--- config.mk ---
export PLATFORM = sky130hd
export DESIGN_NAME = addr_latch
export DESIGN_NICKNAME = d
export VERILOG_FILES = /design/src/rtl/addr_latch_pkg.sv /design/src/rtl/addr_latch_ctrl.sv /design/src/rtl/addr_latch_dec.sv /design/src/rtl/addr_latch_cell.sv /design/src/rtl/addr_latch.sv
export SDC_FILE = /design/constraint.sdc
export NUM_CORES = 1
export LEC_CHECK = 0
export ABC_CLOCK_PERIOD_IN_PS = 1300
export BUFFER_PORTS_ARGS = -buffer_cell sky130_fd_sc_hd__buf_2
export CORE_AREA = 2 2 39 41
export DETAILED_ROUTE_END_ITERATION = 10
export DIE_AREA = 0 0 41 43
export PLACE_DENSITY = 0.64
export SETUP_SLACK_MARGIN = 0.02
export SLEW_MARGIN = 20
export SYNTH_ARGS = -nofsm -noshare
export SYNTH_HDL_FRONTEND = slang
export SYNTH_SLANG_ARGS = --single-unit
export TNS_END_PERCENT = 100
--- constraint.sdc ---
create_clock -name clk -period 1.3 [get_ports clk]
set_input_delay 0.26 -clock clk [delete_from_list [all_inputs] [get_ports clk]]
set_output_delay 0.26 -clock clk [all_outputs]
set_load 0.005 [all_outputs]
--- src/rtl/addr_latch_pkg.sv ---
package addr_latch_pkg;

    typedef enum logic [1:0] {
        MODE_HOLD  = 2'd0,
        MODE_WRITE = 2'd1,
        MODE_CLEAR = 2'd2,
        MODE_DEMUX = 2'd3
    } latch_mode_e;

    typedef struct packed {
        logic data;
        logic strobe_n;
        logic wipe_n;
    } latch_ctrl_s;

    function automatic latch_mode_e mode_of(input latch_ctrl_s c);
        latch_mode_e m;
        if (!c.wipe_n) begin
            m = c.strobe_n ? MODE_CLEAR : MODE_DEMUX;
        end else begin
            m = c.strobe_n ? MODE_HOLD : MODE_WRITE;
        end
        return m;
    endfunction

endpackage

--- src/rtl/addr_latch_ctrl.sv ---
module addr_latch_ctrl
    import addr_latch_pkg::*;
(
    input  logic        clk,
    input  logic        rst,
    input  latch_ctrl_s ctrl,
    output latch_mode_e mode,
    output logic        commit
);
    logic strobe_prev_n;

    always_ff @(posedge clk) begin
        if (rst) begin
            strobe_prev_n <= 1'b1;
        end else begin
            strobe_prev_n <= ctrl.strobe_n;
        end
    end

    always_comb begin
        mode   = mode_of(ctrl);
        commit = (mode == MODE_HOLD) && !strobe_prev_n;
    end
endmodule

--- src/rtl/addr_latch_dec.sv ---
module addr_latch_dec #(
    parameter int NUM_OUT = 8,
    localparam int ADDR_W = (NUM_OUT > 1) ? $clog2(NUM_OUT) : 1
) (
    input  logic [ADDR_W-1:0]  addr,
    output logic [NUM_OUT-1:0] sel
);
    for (genvar i = 0; i < NUM_OUT; i++) begin : g_dec
        assign sel[i] = (addr == ADDR_W'(i));
    end
endmodule

--- src/rtl/addr_latch_cell.sv ---
module addr_latch_cell
    import addr_latch_pkg::*;
(
    input  logic        clk,
    input  logic        rst,
    input  logic        sel,
    input  logic        data,
    input  latch_mode_e mode,
    input  logic        commit,
    output logic        q
);
    logic q_next;

    always_comb begin
        q_next = q;
        unique case (mode)
            MODE_CLEAR: q_next = 1'b0;
            MODE_DEMUX: q_next = sel & data;
            MODE_WRITE: if (sel) q_next = data;
            MODE_HOLD:  if (sel && commit) q_next = data;
            default:    q_next = q;
        endcase
    end

    always_ff @(posedge clk) begin
        if (rst) begin
            q <= 1'b0;
        end else begin
            q <= q_next;
        end
    end
endmodule

--- src/rtl/addr_latch.sv ---
module addr_latch
    import addr_latch_pkg::*;
#(
    parameter int NUM_OUT = 8,
    localparam int ADDR_W = (NUM_OUT > 1) ? $clog2(NUM_OUT) : 1
) (
    input  logic               clk,
    input  logic               rst,
    input  logic               data_in,
    input  logic [ADDR_W-1:0]  addr,
    input  logic               strobe_n,
    input  logic               wipe_n,
    output logic [NUM_OUT-1:0] q_out
);
    latch_ctrl_s          ctrl;
    latch_mode_e          mode;
    logic                 commit;
    logic [NUM_OUT-1:0]   sel;

    assign ctrl = '{data: data_in, strobe_n: strobe_n, wipe_n: wipe_n};

    addr_latch_ctrl u_ctrl (
        .clk    (clk),
        .rst    (rst),
        .ctrl   (ctrl),
        .mode   (mode),
        .commit (commit)
    );

    addr_latch_dec #(.NUM_OUT(NUM_OUT)) u_dec (
        .addr (addr),
        .sel  (sel)
    );

    for (genvar i = 0; i < NUM_OUT; i++) begin : g_cell
        addr_latch_cell u_cell (
            .clk    (clk),
            .rst    (rst),
            .sel    (sel[i]),
            .data   (ctrl.data),
            .mode   (mode),
            .commit (commit),
            .q      (q_out[i])
        );
    end
endmodule

* Yosys cells after proc, flatten, opt, wreduce, memory -nomap -nowiden
Index checks and enable logic that the tools add are counted.
Storage, ports and cells: logic and storage cells 90, input port bits 8, output and inout port bits 8, register bits after elaboration 9
Operators by class: equal/unequal tests 26, bitwise logic cells 8, reduce and logical (&&, ||, !) cells 20, muxes and demuxes 27
Operator list (number):
- 2-bit by 1-bit inequality test with 1-bit output, second input constant | 16
- 1-bit case mux with 4 select lines | 8
- 1-bit two-way mux | 18
- 2-bit AND reduction | 8
- 3-bit == test, second input constant | 4
- 1-bit logical AND | 9
- 1-bit bitwise AND | 8
- 3-bit by 2-bit == test with 1-bit output, second input constant | 2
- 2-bit == test, second input constant | 2
- 3-bit by 1-bit == test with 1-bit output, second input constant | 1
- 3-bit logical NOT | 1
- 2-bit by 1-bit == test with 1-bit output, second input constant | 1
- 2-bit logical NOT | 1
- 2-bit two-way mux | 1
- 1-bit logical NOT | 1

* Logic depth before layout (Yosys ltp)
Gate-level depths: netlist (run 1).
word-level depth 7, depth in mapped cells 3, gate-level depth less buffers 3

* By module
From an unflattened synthesis (run 1), not the netlist that was laid out.
Second synthesis, totals: cell total of the unflattened synthesis 61, area, all modules 519.2 um2
By module, submodules not included:
- addr_latch_cell | cells an instance 6, times used 8, area each 51.3 um2, seq. area each 20.0 um2
- addr_latch_dec | cells an instance 8, times used 1, area each 65.1 um2, seq. area each 0.0 um2
- addr_latch_ctrl | cells an instance 5, times used 1, area each 43.8 um2, seq. area each 20.0 um2

* Worst setup path after synthesis (run 1)
Ideal clock, no wire load.
path type input to register, start point input addr[2], end point register g_cell[0].u_cell.q, stages 3, buffers on the path 0, setup slack 0.263 ns, library setup time 0.129 ns, data arrival time 0.908 ns, required time 1.171 ns, cells stage by stage or3_1 -> o31ai_1 -> a211oi_1
On the way: word-level cells in the longest chain between the ends 4, elaborated cells between the ends (all ways) 7, those cells by class eq/ne (2); mux (1); bitwise (1); reduce/logical (3)
RTL lines:
- start, declared | RTL line addr_latch.sv:10 | input logic [ADDR_W-1:0] addr,
- 3-bit logical NOT * | RTL line addr_latch_dec.sv:9 | assign sel[i] = (addr == ADDR_W'(i));
- 1-bit logical AND | RTL line addr_latch_cell.sv:20 | MODE_HOLD: if (sel && commit) q_next = data;
- 2-bit by 1-bit inequality test with 1-bit output (no line)
- 2-bit AND reduction (no line)
- end signal, assigned | RTL line addr_latch_cell.sv:29 | q <= q_next;
- end, declared | RTL line addr_latch_cell.sv:10 | output logic q
Every way passes the cells marked *; elsewhere a longest branch is shown, timed or not. A chain may end at the register's enable or synchronous reset.

* Worst setup path after layout (run 1)
start point register u_ctrl.strobe_prev_n, end point register g_cell[5].u_cell.q
On the way: word-level cells in the longest chain between the ends 5
RTL lines:
- start, declared | RTL line addr_latch_ctrl.sv:10 | logic strobe_prev_n;
- start signal, assigned | RTL line addr_latch_ctrl.sv:16 | strobe_prev_n <= ctrl.strobe_n;
- 1-bit logical NOT | RTL line addr_latch_ctrl.sv:22 | commit = (mode == MODE_HOLD) && !strobe_prev_n;
- 1-bit logical AND | RTL line addr_latch_ctrl.sv:22
- 1-bit logical AND | RTL line addr_latch_cell.sv:20
- 2-bit by 1-bit inequality test with 1-bit output (no line)
- 2-bit AND reduction (no line)
- end signal, assigned | RTL line addr_latch_cell.sv:29
- end, declared | RTL line addr_latch_cell.sv:10
Every way passes these cells.

==> results.ini, run 1 <==
[status]
status = complete, no violations

[sta]
fin_crit_sh_pct = 86.34
worst-slew-pin-transition_ns = 0.4166
setup_violations = 0
fmax_mhz = 890.9
slew_violations = 0
max_slew_margin_pct = 72.17
clock_skew_ns = 0.0004792
rsz0062_at_grt = false
finalHoldViolCount = 0
post-route-min-period_ns = 1.122
setup_tns_ns = 0

[logic_synthesis]
synth_fp_nets = 63
synth_top_area_share_pct = 35.73
ys_ff_latch = 9
ys.warnings.count = 0
ys_seq_area_share_pct = 35.73
synth_area_um2 = 504.2
ys_top_cells_by_area = dfxtp_1 (36%), a32o_1 (12%), buf_4 (12%), nand2_1 (6.0%), a211oi_2 (5.0%)
synth.avg_cell_area_um2 = 9.168
yosys.area.top_type = dfxtp_1
ys_types = 18
synthCells = 55

[pwr]
p_per_area_nw_per_um2 = 1033
peakVddDrop_uv = 486.9
sw_frac_of_total_pct = 25.21
pwr-share-seq_pct = 49.3
power_w = 0.0005843
power_frac_clock_pct = 36.5
power.internal_w = 0.0004370
switchingPower_w = 0.0001473
leakage_nw = 0.2279
combPwrFrac_pct = 14.1

[critical_path]
arrival_ns = 1.27
endpoint_kind = flop
crit_required_ns = 1.45
critPathLaunchType = flop
path_class = flop to flop
worstPathMaxFanout = 4

[grt]
grt.busiest_layer = met1
grt_pass1_wl_mm = 1.559
grt_max_degree = 8
grt_use_total_pct = 13.22
grt_use_met3_pct = 1.571
grt_use_met1_pct = 18.95
use_met2_pct = 17.19
overflow = 0
antenna_found_initial = 0
grt_pass1_vias = 371

[clock_tree]
clockBufferDepth = 2
cts_setup_buffers = 0
cts-root-buf = clkbuf_4
clock_latency_ns = 0.26
clock-sinks = 9
cts_tree = built
htreeDepth = 1
path_clk_slew_ns = 0.06
cts_resized = 0
cts_buffers = 3
cts_hold_buf = 0

[layout]
finalCoreUtilization_pct = 40.87
syn2layout_area_growth_pct = 12.16
mostFrequentLayoutCells = buf_2 (15), dfxtp_1 (9), nand2_1 (8)
nNetsFinal = 75
diodes = 0
instances_no_fill = 82
drive_gt1_share_pct = 36.36
final_common_cell = buf_2

[routing]
drc = 0
drt-vias-per-instance = 5.171
drt-initial-drc-count = 5
wire_per_inst_um = 11.74
first_pass_iters = 4
wl_um = 963
vias = 424
antenna_left = 0

[floorplanning]
die_w_um = 41
initial_core_util_pct = 36.44
die-area_um2 = 1763
boundaryPins = 16
rows = 14
die_h_um = 43
core_um2 = 1384

[placement]
io_buffers = 15
place_inst = 78
hpwl_um = 754.7
gp_routability_congestion = 0.8496

[hold_path]
hold_class = primary input to flop

[job]
maxCapViolations = 0

[Yosys cell counts]
cell,count
and2_1,1
buf_4,8
a211oi_1,2
or3_1,1
nand2_1,8
a32o_1,6
dfxtp_1,9
or2_2,1
nor2_1,1
a211oi_2,2
o31ai_1,2
nor2b_1,3
nand2b_1,4
inv_1,1
a21oi_1,3
and2_2,1
nor4b_2,1
a21boi_2,1
[through the flow]
stage	area (um^2)	hold WS, ns	worst slack (ns)
3_5_place_dp	539.3	0.4854	0.05067
2_1_floorplan	504.2	0.3328	0.2626
5_1_grt	565.5	0.2260	0.07503
4_1_cts	565.5	0.2233	0.1898
6_report	565.5	0.2225	0.1776
3_3_place_gp	539.3	0.4781	0.05614
[final timing paths]
kind | from | slack, ns | depth (start not counted) | end
max | u_ctrl.strobe_prev_n | 0.18 | 3 | g_cell[5].u_cell.q
min | rst | 0.22 | 2 | g_cell[2].u_cell.q
max reg2reg | u_ctrl.strobe_prev_n | 0.18 | 3 | g_cell[5].u_cell.q
min reg2reg | g_cell[7].u_cell.q | 0.49 | 1 | g_cell[7].u_cell.q
[registers in the layout (all words and copies together) (netlist names)]
name,flops
u_ctrl.strobe_prev_n,1
g_cell.u_cell.q,8
[layout make-up]
class	count	area [um^2]
fill	147	818.3
multi-input combinational	37	260.3
sequential	9	180.2
timing repair buffer	15	75.07
clock buffer	4	26.28
tap	16	20.02
inverter	1	3.754
[metal layers]
metal / vias to the layer above / wire [um]
met1: 190 / 471
met5: - / 0
met2: 11 / 415
met3: 5 / 46
li1: 218 / -
met4: 0 / 30
[cell families (layout without fill, tap and decap cells)]
group	count (synthesis)	in the layout	synth area share, %
buffers and inverters	9	20	12.65
flip-flops	9	9	35.73
AO/OA/AOI/OAI	16	16	28.04
AND/OR/NAND/NOR	21	21	23.57
[worst max-delay path, stage by stage (launching register included)]
cell	delay (ns)
dfxtp_1	0.34
a21oi_1	0.32
nand2_1	0.09
a32o_1	0.27
[power by group through the flow]
stage | logic [W] | registers [W] | clock network, W
after global routing | 0.0000924 | 0.000290 | 0.000229
after detailed placement | 0.0000822 | 0.000294 | 0
final | 0.0000824 | 0.000288 | 0.000214
after floorplan | 0.0000533 | 0.000294 | 0
after global placement | 0.0000818 | 0.000294 | 0
after CTS | 0.0000825 | 0.000288 | 0.000216
Power figures use the tool's default switching activity.
==> run 2, diff against run 1 <==
- CTS_BUF_LIST: unset -> sky130_fd_sc_hd__clkbuf_16
==> results.ini, run 2 (synthesis gave the netlist of run 1 again) <==
[status]
status = complete, no violations

[sta]
rsz0062_at_grt = false
finalHoldViolCount = 0  ; unchanged
max_slew_margin_pct = 72.51  ; +0.34 points
post-route-min-period_ns = 1.123  ; +0.0005820 ns
fin_crit_sh_pct = 86.38  ; about the same
setup_violations = 0  ; unchanged
worst-slew-pin-transition_ns = 0.4115  ; -0.005048 ns
slew_violations = 0  ; unchanged
clock_skew_ns = 0.001710  ; +0.001231 ns
fmax_mhz = 890.5  ; about the same
setup_tns_ns = 0  ; unchanged

[critical_path]
endpoint_kind = flop
crit_required_ns = 1.42  ; -0.03 ns
path_class = flop to flop
worstPathMaxFanout = 4  ; unchanged
critPathLaunchType = flop
arrival_ns = 1.24  ; -0.03 ns

[layout]
final_common_cell = buf_2
finalCoreUtilization_pct = 44.67  ; +3.8 points
mostFrequentLayoutCells = buf_2 (15), dfxtp_1 (9), nand2_1 (8)
diodes = 0  ; unchanged
top_register = g_cell.u_cell.q
fillCellCount = 143  ; -2.7%
drive_gt1_share_pct = 36.36  ; unchanged
reg.largest.list = g_cell.u_cell.q x8, u_ctrl.strobe_prev_n x1
largest_reg_flops = 8  ; unchanged
final_area_um2 = 618.1  ; +9.3%
nNetsFinal = 75  ; unchanged
syn2layout_area_growth_pct = 22.58

[routing]
vias = 434  ; +2.4%
wl_um = 981  ; +1.9%
wire_per_inst_um = 11.96  ; +1.9%
drc = 0  ; unchanged
antenna_left = 0  ; unchanged
first_pass_iters = 5  ; +1
drt-vias-per-instance = 5.293  ; +2.4%
drt-initial-drc-count = 10  ; +5

[job]
maxCapViolations = 0  ; unchanged

[clock_tree]
cts_hold_buf = 0  ; unchanged
clock_latency_ns = 0.23  ; -0.03 ns
cts_resized = 0  ; unchanged
htreeDepth = 1  ; unchanged
cts_tree = built
cts-root-buf = clkbuf_16
path_clk_slew_ns = 0.04  ; -0.02 ns
clockBufferDepth = 2  ; unchanged
clock-sinks = 9  ; unchanged
cts_setup_buffers = 0  ; unchanged
cts_buffers = 3  ; unchanged

[floorplanning]
die_w_um = 41  ; unchanged
boundaryPins = 16  ; unchanged
initial_core_util_pct = 36.44  ; unchanged
die-area_um2 = 1763  ; unchanged
rows = 14  ; unchanged
core_um2 = 1384  ; unchanged
die_h_um = 43  ; unchanged

[placement]
placedInstanceArea_um2 = 539.3  ; unchanged
hpwl_um = 754.7  ; unchanged
gp_routability_congestion = 0.8496  ; unchanged
io_buffers = 15  ; unchanged

[pwr]
p_per_area_nw_per_um2 = 1450  ; +40%
leakage_nw = 0.2552  ; +12%
peakVddDrop_uv = 675.0  ; +39%

[grt]
grt_max_degree = 8  ; unchanged
grt_use_total_pct = 13.72  ; +0.50 points
grt_pass1_vias = 376  ; +1.3%
antenna_found_initial = 0  ; unchanged
overflow = 0  ; unchanged
grt_pass1_wl_mm = 1.600  ; +2.6%

[hold_path]
hold_class = primary input to flop

-- run 2: cell count changes in the layout (fill, tap and decap cells not counted), sizes merged --
cell and delta:
inv +1, clkbuf -1
-- run 2: routing by layer --
layer / share of wire [%] / up-vias / global-route usage (%)
met4: 3.0 / 0 / 10.00
li1: - / 217 / -
met2: 42 / 21 / 17.50
met5: 0 / - / 0
met3: 7.0 / 5 / 3.141
met1: 48 / 191 / 19.28
-- run 2: power breakdown --
group | total (W) | switching (W) | internal [W] | leakage [nW]
combinational | 0.0000825 | 0.0000478 | 0.0000347 | 0.140
sequential | 0.000290 | 0.00000422 | 0.000286 | 0.0733
clock | 0.000524 | 0.000123 | 0.000401 | 0.0423
-- run 2: worst paths after layout --
check,start,cells after the start,slack [ns],endpoint
setup / recovery,u_ctrl.strobe_prev_n,3,0.18,g_cell[5].u_cell.q
hold / removal,rst,2,0.25,g_cell[2].u_cell.q
setup reg to reg,u_ctrl.strobe_prev_n,3,0.18,g_cell[5].u_cell.q
hold reg to reg,g_cell[1].u_cell.q,1,0.49,g_cell[1].u_cell.q
-- run 2: cell type report --
class	count	area [um^2]	area share, %
Clock inverter	1	3.754	0.6073
Inverter	1	3.754	0.6073
Tap cell	16	20.02	3.239
Timing Repair Buffer	15	75.07	12.15
Multi-Input combinational cell	37	260.3	42.11
Clock buffer	3	75.07	12.15
Sequential cell	9	180.2	29.15
-- run 2: worst max-delay path, cell delays in order, from the launching register on --
cell     delay [ns]
dfxtp_1        0.33
a21oi_1        0.32
nand2_1        0.09
a32o_1         0.27
-- run 2: through the flow --
| step | power, W | setup WS, ns | hold WS (ns) | std cells |
|---|---|---|---|---|
| after floorplan | 0.0003471 | 0.2626 | 0.3328 | 55 |
| after global placement | 0.0003761 | 0.05614 | 0.4781 | 78 |
| after CTS | 0.0009029 | 0.1926 | 0.2540 | 82 |
| after detailed placement | 0.0003765 | 0.05067 | 0.4854 | 78 |
| final | 0.0008962 | 0.1770 | 0.2523 | 82 |
| after global routing | 0.0009317 | 0.08058 | 0.2598 | 82 |
==> run 3, diff against run 2 <==
- GPL_TIMING_DRIVEN: unset -> 0
==> results.ini, run 3 (synthesis gave the netlist of run 1 again) <==
[routing]
dr_wl_met2_um = 485  ; +17%
antenna_left = 0  ; unchanged
wl_mm = 1.029  ; +4.9%
drc = 0  ; unchanged
vias = 469  ; +8.1%
wl_met3_um = 45  ; -35%
drt-initial-drc-count = 15  ; +5
first_pass_iters = 4  ; -1
drt-vias-per-instance = 5.211  ; -1.5%
m1WireLength_um = 485  ; +3.9%
wire_per_inst_um = 11.43  ; -4.4%
route.top_layer_used = met4

[layout]
largest_reg_flops = 8  ; unchanged
finalCoreUtilization_pct = 49.01  ; +4.3 points
reg.largest.list = g_cell.u_cell.q x8, u_ctrl.strobe_prev_n x1
nNetsFinal = 83  ; +11%
seq_area_um2 = 180.2  ; unchanged
drive_gt1_share_pct = 43.24  ; +6.9 points
mostFrequentLayoutCells = buf_2 (15), dfxtp_1 (9), nand2_1 (8), buf_4 (8), a32o_1 (6)
diodes = 0  ; unchanged
instances_no_fill = 90  ; +9.8%
syn2layout_area_growth_pct = 34.49
final_common_cell = buf_2
top_register = g_cell.u_cell.q
multi_input_area_um2 = 260.3  ; unchanged
fillCellCount = 136  ; -4.9%

[hold_path]
hold_class = primary input to flop
worstHoldStart = rst
holdPathEnd = g_cell[2].u_cell.q
whs_path_depth = 2  ; unchanged

[sta]
finalHoldViolCount = 0  ; unchanged
fin_crit_sh_pct = 87.40  ; +1.0 points
worst-slew-pin-transition_ns = 0.3892  ; -0.02230 ns
fmax_mhz = 880.2  ; -1.2%
max_slew_margin_pct = 74.00  ; +1.5 points
setup_violations = 0  ; unchanged
setup_tns_ns = 0  ; unchanged
clock_skew_ns = 0.0004111  ; -0.001299 ns
layout_setup_ws_ns = 0.1639  ; -0.01315 ns
hold_slack_ns = 0.2517  ; -0.0006060 ns
rsz0062_at_grt = false
slew_violations = 0  ; unchanged
post-route-min-period_ns = 1.136  ; +0.01315 ns

[pwr]
leakage_nw = 0.2983  ; +17%
peakVddDrop_uv = 593.1  ; -12%
p_per_area_nw_per_um2 = 1349  ; -7.0%

[grt]
grt_pass1_wl_mm = 1.649  ; +3.1%
overflow = 0  ; unchanged
antenna_found_initial = 0  ; unchanged
grt_max_degree = 8  ; unchanged
grt_pass1_vias = 419  ; +11%
grt_use_total_pct = 14.00  ; +0.27 points

[clock_tree]
cts_setup_buffers = 0  ; unchanged
htreeDepth = 1  ; unchanged
clock-sinks = 9  ; unchanged
cts_tree = built
path_clk_slew_ns = 0.04  ; about the same
clockBufferDepth = 2  ; unchanged
clock_latency_ns = 0.23  ; about the same
cts_buffers = 3  ; unchanged
cts_resized = 0  ; unchanged
cts_hold_buf = 0  ; unchanged
cts-root-buf = clkbuf_16

[critical_path]
crit_required_ns = 1.42  ; about the same
r2r_end = g_cell[5].u_cell.q
worstPathMaxFanout = 4  ; unchanged
endpoint_kind = flop
reg2reg_slack_ns = 0.16  ; about the same
path_class = flop to flop
arrival_ns = 1.26  ; +0.02 ns
r2r-start = u_ctrl.strobe_prev_n
rr_worst_depth = 3  ; unchanged
critPathLaunchType = flop

[floorplanning]
core_um2 = 1384  ; unchanged
die-area_um2 = 1763  ; unchanged
die_h_um = 43  ; unchanged
rows = 14  ; unchanged
initial_core_util_pct = 36.44  ; unchanged
boundaryPins = 16  ; unchanged
die_w_um = 41  ; unchanged

[status]
status = complete, no violations

[placement]
place_inst = 86  ; +10%
hpwl_um = 758  ; +0.44%
io_buffers = 15  ; unchanged
place_ws_ns = 0.06770  ; +0.01703 ns
gp_routability_congestion = 0.7901  ; -7.0%

[job]
maxCapViolations = 0  ; unchanged

-- run 3: power breakdown --
group	switching, W	total (W)	internal, W
registers	0.00000454	0.000290	0.000286
logic	0.0000498	0.0000918	0.0000419
clock network	0.000131	0.000532	0.000402
-- run 3: layout make-up --
class | instances | area share, %
Timing Repair Buffer | 15 | 11.07
Inverter | 1 | 0.5535
Clock inverter | 1 | 0.5535
Tap cell | 16 | 2.952
Multi-Input combinational cell | 37 | 38.38
Sequential cell | 9 | 26.57
Buffer | 8 | 8.856
Clock buffer | 3 | 11.07
-- run 3: worst max-delay path by stage --
stage                                    start                 end  cells after the start
after floorplan                        addr[2]  g_cell[0].u_cell.q                      3
after global placement                 addr[2]  g_cell[2].u_cell.q                      4
after detailed placement               addr[2]  g_cell[0].u_cell.q                      4
after CTS                 u_ctrl.strobe_prev_n  g_cell[5].u_cell.q                      3
after global routing      u_ctrl.strobe_prev_n  g_cell[5].u_cell.q                      3
final                     u_ctrl.strobe_prev_n  g_cell[5].u_cell.q                      3
-- run 3: per-layer routing --
layer	track usage [%]	vias to the layer above
li1	-	234
met5	0	-
met2	19.69	19
met4	13.33	0
met3	3.141	2
met1	16.23	214
-- run 3: critical path, stage by stage (launching register included) --
cell	delay, ns
dfxtp_1	0.33
a21oi_1	0.33
nand2_1	0.10
a32o_1	0.27
-- run 3: through the flow --
step                       power, W  instance area [um^2]
after floorplan           0.0003471                 504.2
after global placement    0.0003843                 599.3
after detailed placement  0.0003854                 599.3
after CTS                 0.0009172                 678.2
after global routing      0.0009476                 678.2
final                     0.0009146                 678.2
